==> src/rtl/mode_ctl_pkg.sv <==
package mode_ctl_pkg;
  typedef enum logic [1:0] {
    MODE_OFF = 2'd0,
    MODE_FSK = 2'd1,
    MODE_CAS = 2'd2
  } mode_e;

  function automatic mode_e decode_mode(input logic [2:0] code, input logic [2:0] off_code);
    if (code == off_code) return MODE_OFF;
    else if (code[2]) return MODE_CAS;
    else return MODE_FSK;
  endfunction
endpackage

==> src/rtl/mode_code_filter.sv <==
module mode_code_filter #(
  parameter int CODE_W = 3,
  parameter int STABLE_CYCLES = 64,
  parameter logic [CODE_W-1:0] RESET_CODE = '1
) (
  input  logic              clk,
  input  logic              rst,
  input  logic [CODE_W-1:0] code_in,
  output logic [CODE_W-1:0] code_ok
);
  localparam int CNT_W = $clog2(STABLE_CYCLES + 1);
  localparam logic [CNT_W-1:0] LIMIT = CNT_W'(STABLE_CYCLES);

  logic [CODE_W-1:0] code_q;
  logic [CNT_W-1:0]  run_cnt;
  logic              same;

  assign same = (code_in == code_q);

  always_ff @(posedge clk) begin
    if (rst) begin
      code_q  <= RESET_CODE;
      run_cnt <= '0;
      code_ok <= RESET_CODE;
    end else begin
      code_q <= code_in;
      if (!same) run_cnt <= '0;
      else if (run_cnt != LIMIT) run_cnt <= run_cnt + 1'b1;
      if (same && run_cnt == LIMIT) code_ok <= code_q;
    end
  end

  // a changing input never moves the adopted code on the next edge
  assert_glitch_held_R3: assert property (@(posedge clk) disable iff (rst)
    (code_in != code_q) |=> $stable(code_ok));
  // the run counter saturates at the window length
  assert_cnt_bound_R2: assert property (@(posedge clk) disable iff (rst)
    run_cnt <= LIMIT);
endmodule

==> src/rtl/mode_enable_gen.sv <==
module mode_enable_gen
  import mode_ctl_pkg::*;
#(
  parameter int CODE_W = 3,
  parameter int AMP_N = 2,
  parameter logic [CODE_W-1:0] OFF_CODE = '1
) (
  input  logic              clk,
  input  logic              rst,
  input  logic [CODE_W-1:0] code_ok,
  output logic              fsk_en,
  output logic              cas_en,
  output logic              osc_en,
  output logic              vref_en,
  output logic [AMP_N-1:0]  amp_en,
  output logic              dclk_is_input,
  output logic              pwr_down
);
  mode_e mode;
  assign mode = decode_mode(3'(code_ok), 3'(OFF_CODE));

  always_ff @(posedge clk) begin
    if (rst) begin
      fsk_en        <= 1'b0;
      cas_en        <= 1'b0;
      osc_en        <= 1'b0;
      vref_en       <= 1'b0;
      amp_en        <= '0;
      dclk_is_input <= 1'b1;
      pwr_down      <= 1'b1;
    end else begin
      fsk_en        <= (mode == MODE_FSK);
      cas_en        <= (mode == MODE_CAS);
      osc_en        <= (mode != MODE_OFF);
      vref_en       <= (mode != MODE_OFF);
      amp_en        <= (mode != MODE_OFF) ? '1 : '0;
      dclk_is_input <= code_ok[0];
      pwr_down      <= (mode == MODE_OFF);
    end
  end

  // never both detectors at once
  assert_one_detector_R7: assert property (@(posedge clk) disable iff (rst)
    !(fsk_en && cas_en));
endmodule

==> src/rtl/mode_pin_gate.sv <==
module mode_pin_gate
  import mode_ctl_pkg::*;
#(
  parameter int CODE_W = 3,
  parameter logic [CODE_W-1:0] OFF_CODE = '1
) (
  input  logic              clk,
  input  logic              rst,
  input  logic [CODE_W-1:0] code_ok,
  input  logic              dem_data,
  input  logic              dem_ready_n,
  input  logic              dem_cd_n,
  input  logic              cas_std_n,
  input  logic              cas_est,
  input  logic              cas_gt,
  output logic              data_o,
  output logic              ready_o,
  output logic              cd_n_o,
  output logic              est_o,
  output logic              gt_o
);
  mode_e mode;
  assign mode = decode_mode(3'(code_ok), 3'(OFF_CODE));

  always_ff @(posedge clk) begin
    if (rst) begin
      data_o  <= 1'b1;
      ready_o <= 1'b1;
      cd_n_o  <= 1'b1;
      est_o   <= 1'b0;
      gt_o    <= 1'b0;
    end else begin
      case (mode)
        MODE_FSK: begin
          data_o  <= dem_data;
          ready_o <= dem_ready_n;
          cd_n_o  <= dem_cd_n;
          est_o   <= 1'b0;
          gt_o    <= 1'b0;
        end
        MODE_CAS: begin
          data_o  <= 1'b1;
          ready_o <= cas_std_n;
          cd_n_o  <= 1'b1;
          est_o   <= cas_est;
          gt_o    <= cas_gt;
        end
        default: begin
          data_o  <= 1'b1;
          ready_o <= 1'b1;
          cd_n_o  <= 1'b1;
          est_o   <= 1'b0;
          gt_o    <= 1'b0;
        end
      endcase
    end
  end
endmodule

==> src/rtl/mode_power_ctl.sv <==
module mode_power_ctl #(
  parameter int CODE_W = 3,
  parameter int STABLE_CYCLES = 64,
  parameter int AMP_N = 2,
  parameter logic [CODE_W-1:0] OFF_CODE = '1
) (
  input  logic              clk,
  input  logic              rst,
  input  logic [CODE_W-1:0] mode_code,
  input  logic              dem_data,
  input  logic              dem_ready_n,
  input  logic              dem_cd_n,
  input  logic              cas_std_n,
  input  logic              cas_est,
  input  logic              cas_gt,
  output logic              data_o,
  output logic              ready_o,
  output logic              cd_n_o,
  output logic              est_o,
  output logic              gt_o,
  output logic              dclk_is_input,
  output logic              fsk_en,
  output logic              cas_en,
  output logic              osc_en,
  output logic              vref_en,
  output logic [AMP_N-1:0]  amp_en,
  output logic              pwr_down
);
  logic [CODE_W-1:0] code_ok;

  mode_code_filter #(.CODE_W(CODE_W), .STABLE_CYCLES(STABLE_CYCLES), .RESET_CODE(OFF_CODE)) u_filt (
    .clk(clk), .rst(rst), .code_in(mode_code), .code_ok(code_ok));

  mode_enable_gen #(.CODE_W(CODE_W), .AMP_N(AMP_N), .OFF_CODE(OFF_CODE)) u_en (
    .clk(clk), .rst(rst), .code_ok(code_ok),
    .fsk_en(fsk_en), .cas_en(cas_en), .osc_en(osc_en), .vref_en(vref_en),
    .amp_en(amp_en), .dclk_is_input(dclk_is_input), .pwr_down(pwr_down));

  mode_pin_gate #(.CODE_W(CODE_W), .OFF_CODE(OFF_CODE)) u_pins (
    .clk(clk), .rst(rst), .code_ok(code_ok),
    .dem_data(dem_data), .dem_ready_n(dem_ready_n), .dem_cd_n(dem_cd_n),
    .cas_std_n(cas_std_n), .cas_est(cas_est), .cas_gt(cas_gt),
    .data_o(data_o), .ready_o(ready_o), .cd_n_o(cd_n_o), .est_o(est_o), .gt_o(gt_o));

  assert_pd_pins_R4: assert property (@(posedge clk) disable iff (rst)
    pwr_down |-> (data_o && ready_o && cd_n_o && !est_o && !gt_o));
  assert_pd_enables_R5: assert property (@(posedge clk) disable iff (rst)
    pwr_down |-> (!osc_en && !vref_en && !fsk_en && !cas_en && amp_en == '0));
  assert_pd_dclk_R6: assert property (@(posedge clk) disable iff (rst)
    pwr_down |-> dclk_is_input);
  assert_active_amps_R9: assert property (@(posedge clk) disable iff (rst)
    !pwr_down |-> (amp_en == '1 && osc_en && vref_en && (fsk_en || cas_en)));
  assert_pins_match_mode_R8: assert property (@(posedge clk) disable iff (rst)
    fsk_en |-> (!est_o && !gt_o));
endmodule

==> config.mk <==
export PLATFORM = sky130hd
export DESIGN_NAME = mode_power_ctl
export DESIGN_NICKNAME = d
export VERILOG_FILES = /design/src/rtl/mode_ctl_pkg.sv /design/src/rtl/mode_code_filter.sv /design/src/rtl/mode_enable_gen.sv /design/src/rtl/mode_pin_gate.sv /design/src/rtl/mode_power_ctl.sv
export SDC_FILE = /design/constraint.sdc
export NUM_CORES = 1
export LEC_CHECK = 0
export CAP_MARGIN = 15
export CORE_UTILIZATION = 45
export DETAILED_ROUTE_END_ITERATION = 16
export DONT_BUFFER_PORTS = 1
export PLACE_DENSITY = 0.62
export SKIP_CTS_REPAIR_TIMING = 1
export SLEW_MARGIN = 25
export SYNTH_ARGS = -nofsm -noshare
export SYNTH_HDL_FRONTEND = slang
export SYNTH_HIERARCHICAL = 1
export SYNTH_SLANG_ARGS = --single-unit
==> constraint.sdc <==
create_clock -name clk -period 3 [get_ports clk]
set_input_delay 0.6 -clock clk [delete_from_list [all_inputs] [get_ports clk]]
set_output_delay 0.6 -clock clk [all_outputs]
set_load 0.05 [all_outputs]
# Word level (Yosys, flattened, before mapping)
# Cells that the tools add are included.
[word_totals] elab_cells=34 inputBits=11 out_inout_bits=13 ff_bits=25
[classes] n_bitwise=3 n_eq_ne=6 mux=4 addsub=1 reduce_logical=6
[op_table] cell="$add 7x1->7 const B" n=1
[op_table] cell="$eq 7x7->1 const B" n=1
[op_table] cell="$ne 7x7->1 const B" n=1
[op_table] cell="$mux 2" n=3
[op_table] cell="$reduce_or 2->1" n=3
[op_table] cell="$eq 3x3->1" n=1
[op_table] cell="$eq 3x3->1 const B" n=1
[op_table] cell="$not 1->1" n=3
[op_table] cell="$eq 2x1->1 const B" n=1
[op_table] cell="$eq 2x2->1 const B" n=1
[op_table] cell="$logic_not 2->1" n=1
[op_table] cell="$pmux 1 s2" n=1
[op_table] cell="$reduce_bool 2->1" n=1
[op_table] cell="$logic_and 1x1->1" n=1

# Longest topological paths before layout
[logic_depth] ltp_word=5 depth_mapped=6 depth_no_buf=6

# Hierarchy
# The synthesis kept the hierarchy.
[modules_own_cells] mod="mode_code_filter" seq_area_each_um2=260.2 instances=1 cells_per_inst=60 area_each_um2=616.8
[modules_own_cells] mod="mode_enable_gen" seq_area_each_um2=100.1 instances=1 cells_per_inst=14 area_each_um2=165.2
[modules_own_cells] mod="mode_pin_gate" seq_area_each_um2=100.1 instances=1 cells_per_inst=14 area_each_um2=158.9

# Least setup slack after synthesis
# OpenSTA, ideal clock, no wires.
[synth_path] path_type="reg2out" start="register u_en.amp_en[0]" end="output amp_en[0]" stages_incl_launch_ff=2 n_path_buf=1 setup_slack_ns=1.466 required_time_ns=2.400 arrival_ns=0.934 cell_sequence="dfxtp_1 > buf_4"
[synth_rtl] item="start: declaration" line="mode_enable_gen.sv:15" source="output logic [AMP_N-1:0] amp_en,"
[synth_rtl] item="start signal: assignment" line="mode_enable_gen.sv:36" source="amp_en <= (mode != MODE_OFF) ? '1 : '0;"
[synth_rtl] item="end: declaration" line="mode_power_ctl.sv:26" source="output logic [AMP_N-1:0] amp_en,"
# No word-level cell between the ends.

==> results.md <==
- Vias in the first global route: approximately 500
- Slew margin rel.: between 30% and 40%
- Later-pin clock latency in the skew report: 0.30 ns
- Post-synthesis cell type count: 30
- Initial core utilization: 47.96%
- Routed len/inst: 11.50 µm
- Main synth FF type: dfxtp_1
- Gr ovfl total: 0
- # DRC: 0
- Synthesized area: about 940 µm²
- TritonCTS clock tree: yes
- Clock skew: between 0.008 and 0.009 ns
- Max Cap Viol: 0
- Mapped Nets: 101
- Core Region: between 1500 and 2000 µm²
- Global-route wire length before repair: just under 2000 µm
- Most frequent cells in the layout: 22 x dfxtp_1, 12 x nor2_1, 5 x xnor2_1
- Crit share post-route: 64.05%
- Fin. max-slew vios: 0
- Clk buf depth: 2
- Critical Path End Type: output pin
- Die footprint: ~2300 µm²
- Final Hold Viols: 0
- Initial antenna violation count: 0
- Hold slack: 0.3373 ns
- WL final: about 1300 µm
- Mean post-synth cell area: between 10 and 15 µm²
- Register area share after synthesis: 48.94%
- Post-synth EDFFs: 0
- IO Port Bufs: 0
- CP arrival: approximately 1.3 ns
- RSZ-0062 raised after global routing: no
- Slew @ Worst Pin: slightly below 1 ns
- Layout net count: between 100 and 150
- # setup viols final: 0
- I/O pins: 24
- Total track usage: 12.25%
- Clk slew on worst S/H paths: between 0.1 and 0.15 ns
- DR vias/cell: just under 5
- Die Height: about 48 µm
- Via count: 570
- # rows: 16
- Synth-to-Final Area Change: 3.856%
- Worst EP required: about 2.4 ns
- Drt pass-1 iters: 4
- Hold Path Class: input pin to flop
- Share of layout cells above drive strength 1: 22.73%
- Setup TNS: 0 ns
- GP Congestion: 0.6933
- Worst vdd ir: about 0.00027 V
- Commonest non-fill, non-tap cell in the layout: dfxtp_1
- Die width: 47.73 µm
- # diodes: 0
- Outcome: finished, final reports clean
- Post-DP HPWL: just under 1000 µm
- CTS sink cnt: 23
- Crit path kind: flop to output pin
- Max Freq: approximately 520 MHz
- #FFs+latches synth: 23
- DR iter-0 viols: 10
- Min cycle time layout: just under 2 ns
- Async S/R FF share, synth: 0%
- Warnings from Yosys: 6
- Clk root buf: clkbuf_4
- CP Launch Type: flop
- Number of H-tree levels: 1
- Crit Path Max Fanout: 4
- Lkg Pwr: about 0.36 nW
- Largest net degree at the start of global routing: 24
- Inserted Clock Buffers: 3
- Syn Inst Count: 88
- Power Dens Cells: 478.8 nW/µm²
- Final antenna-violating net count: 0
synthesized netlist by cell type (2+ instances only):
master    n  area, µm²
a21oi_1   2      10.01
or3_1     3      18.77
ha_1      2      25.02
nand3_1   2      10.01
or2_1     2      12.51
and4b_2   2      22.52
xnor2_1   5      43.79
mux2i_1   3      30.03
buf_4     3      22.52
nand2_1   3      11.26
nor3_1    3      15.01
nor2_1   12      45.04
dfxtp_1  23      460.4
or2_2     3      18.77
inv_1     3      11.26
xnor2_2   2      32.53
xor2_1    2      17.52
final timing paths:
path                     start                 to  slack (ns)  cells after the start
max             u_en/amp_en[0]            vref_en        1.08                      0
min                        rst     u_en/amp_en[0]        0.34                      1
max reg2reg  u_filt/run_cnt[0]  u_filt/run_cnt[4]        1.51                      6
min reg2reg  u_filt/code_ok[1]        u_en/cas_en        0.55                      1
sequential cells by signal, indices dropped and copies added (netlist names):
register            cells
u_filt/run_cnt          7
u_filt/code_ok          3
u_filt/code_q           3
u_en/amp_en             1
u_en/cas_en             1
u_en/dclk_is_input      1
u_en/fsk_en             1
u_en/pwr_down           1
u_pins/cd_n_o           1
u_pins/data_o           1
u_pins/est_o            1
u_pins/gt_o             1
u_pins/ready_o          1
where the power goes:
group | switching [mW] | leakage [nW] | internal, mW
Combinational | 0.00752 | 0.158 | 0.0109
Sequential | 0.00290 | 0.187 | 0.308
Clock | 0.0886 | 0.0177 | 0.0496
Total | 0.0991 | 0.363 | 0.369
metal layers:
layer	part of all wire (%)	track usage, %	vias up
met5	0	0	-
met4	0	5.000	0
li1	-	-	292
met1	47	14.25	261
met2	47	20.81	17
met3	5.5	3.774	0
cell type report:
| type | instances | area (µm²) |
|---|---|---|
| Inverter | 4 | 15.01 |
| Clock inverter | 1 | 5.005 |
| Tap cell | 27 | 33.78 |
| Clock buffer | 3 | 22.52 |
| Multi-Input combinational cell | 57 | 439.2 |
| Sequential cell | 23 | 461.7 |
| Fill cell | 209 | 984.7 |
cells by family after synthesis:
kind of cell / share of synthesized area (%)
and+or+nand+nor: 24.60
AOI/OAI and AO/OA: 6.249
muxes: 3.192
xor gates and xnor gates: 9.973
adders and majority gates: 2.659
buffers and inverters: 4.387
DFF: 48.94
per-stage QoR:
| stage | instances | area (µm²) | setup slack, ns | power [mW] | util (%) |
|---|---|---|---|---|---|
| floorplan | 88 | 940.9 | 1.466 | 0.3356 | - |
| global placement | 111 | 949.7 | 1.427 | 0.3365 | 48.41 |
| detailed placement | 111 | 949.7 | 1.426 | 0.3367 | 48.41 |
| CTS | 115 | 977.2 | 1.071 | 0.4742 | 49.81 |
| global route | 115 | 977.2 | 1.020 | 0.4859 | 49.81 |
| finish | 115 | 977.2 | 1.078 | 0.4678 | 49.81 |
Power figures use the tool's default switching activity.
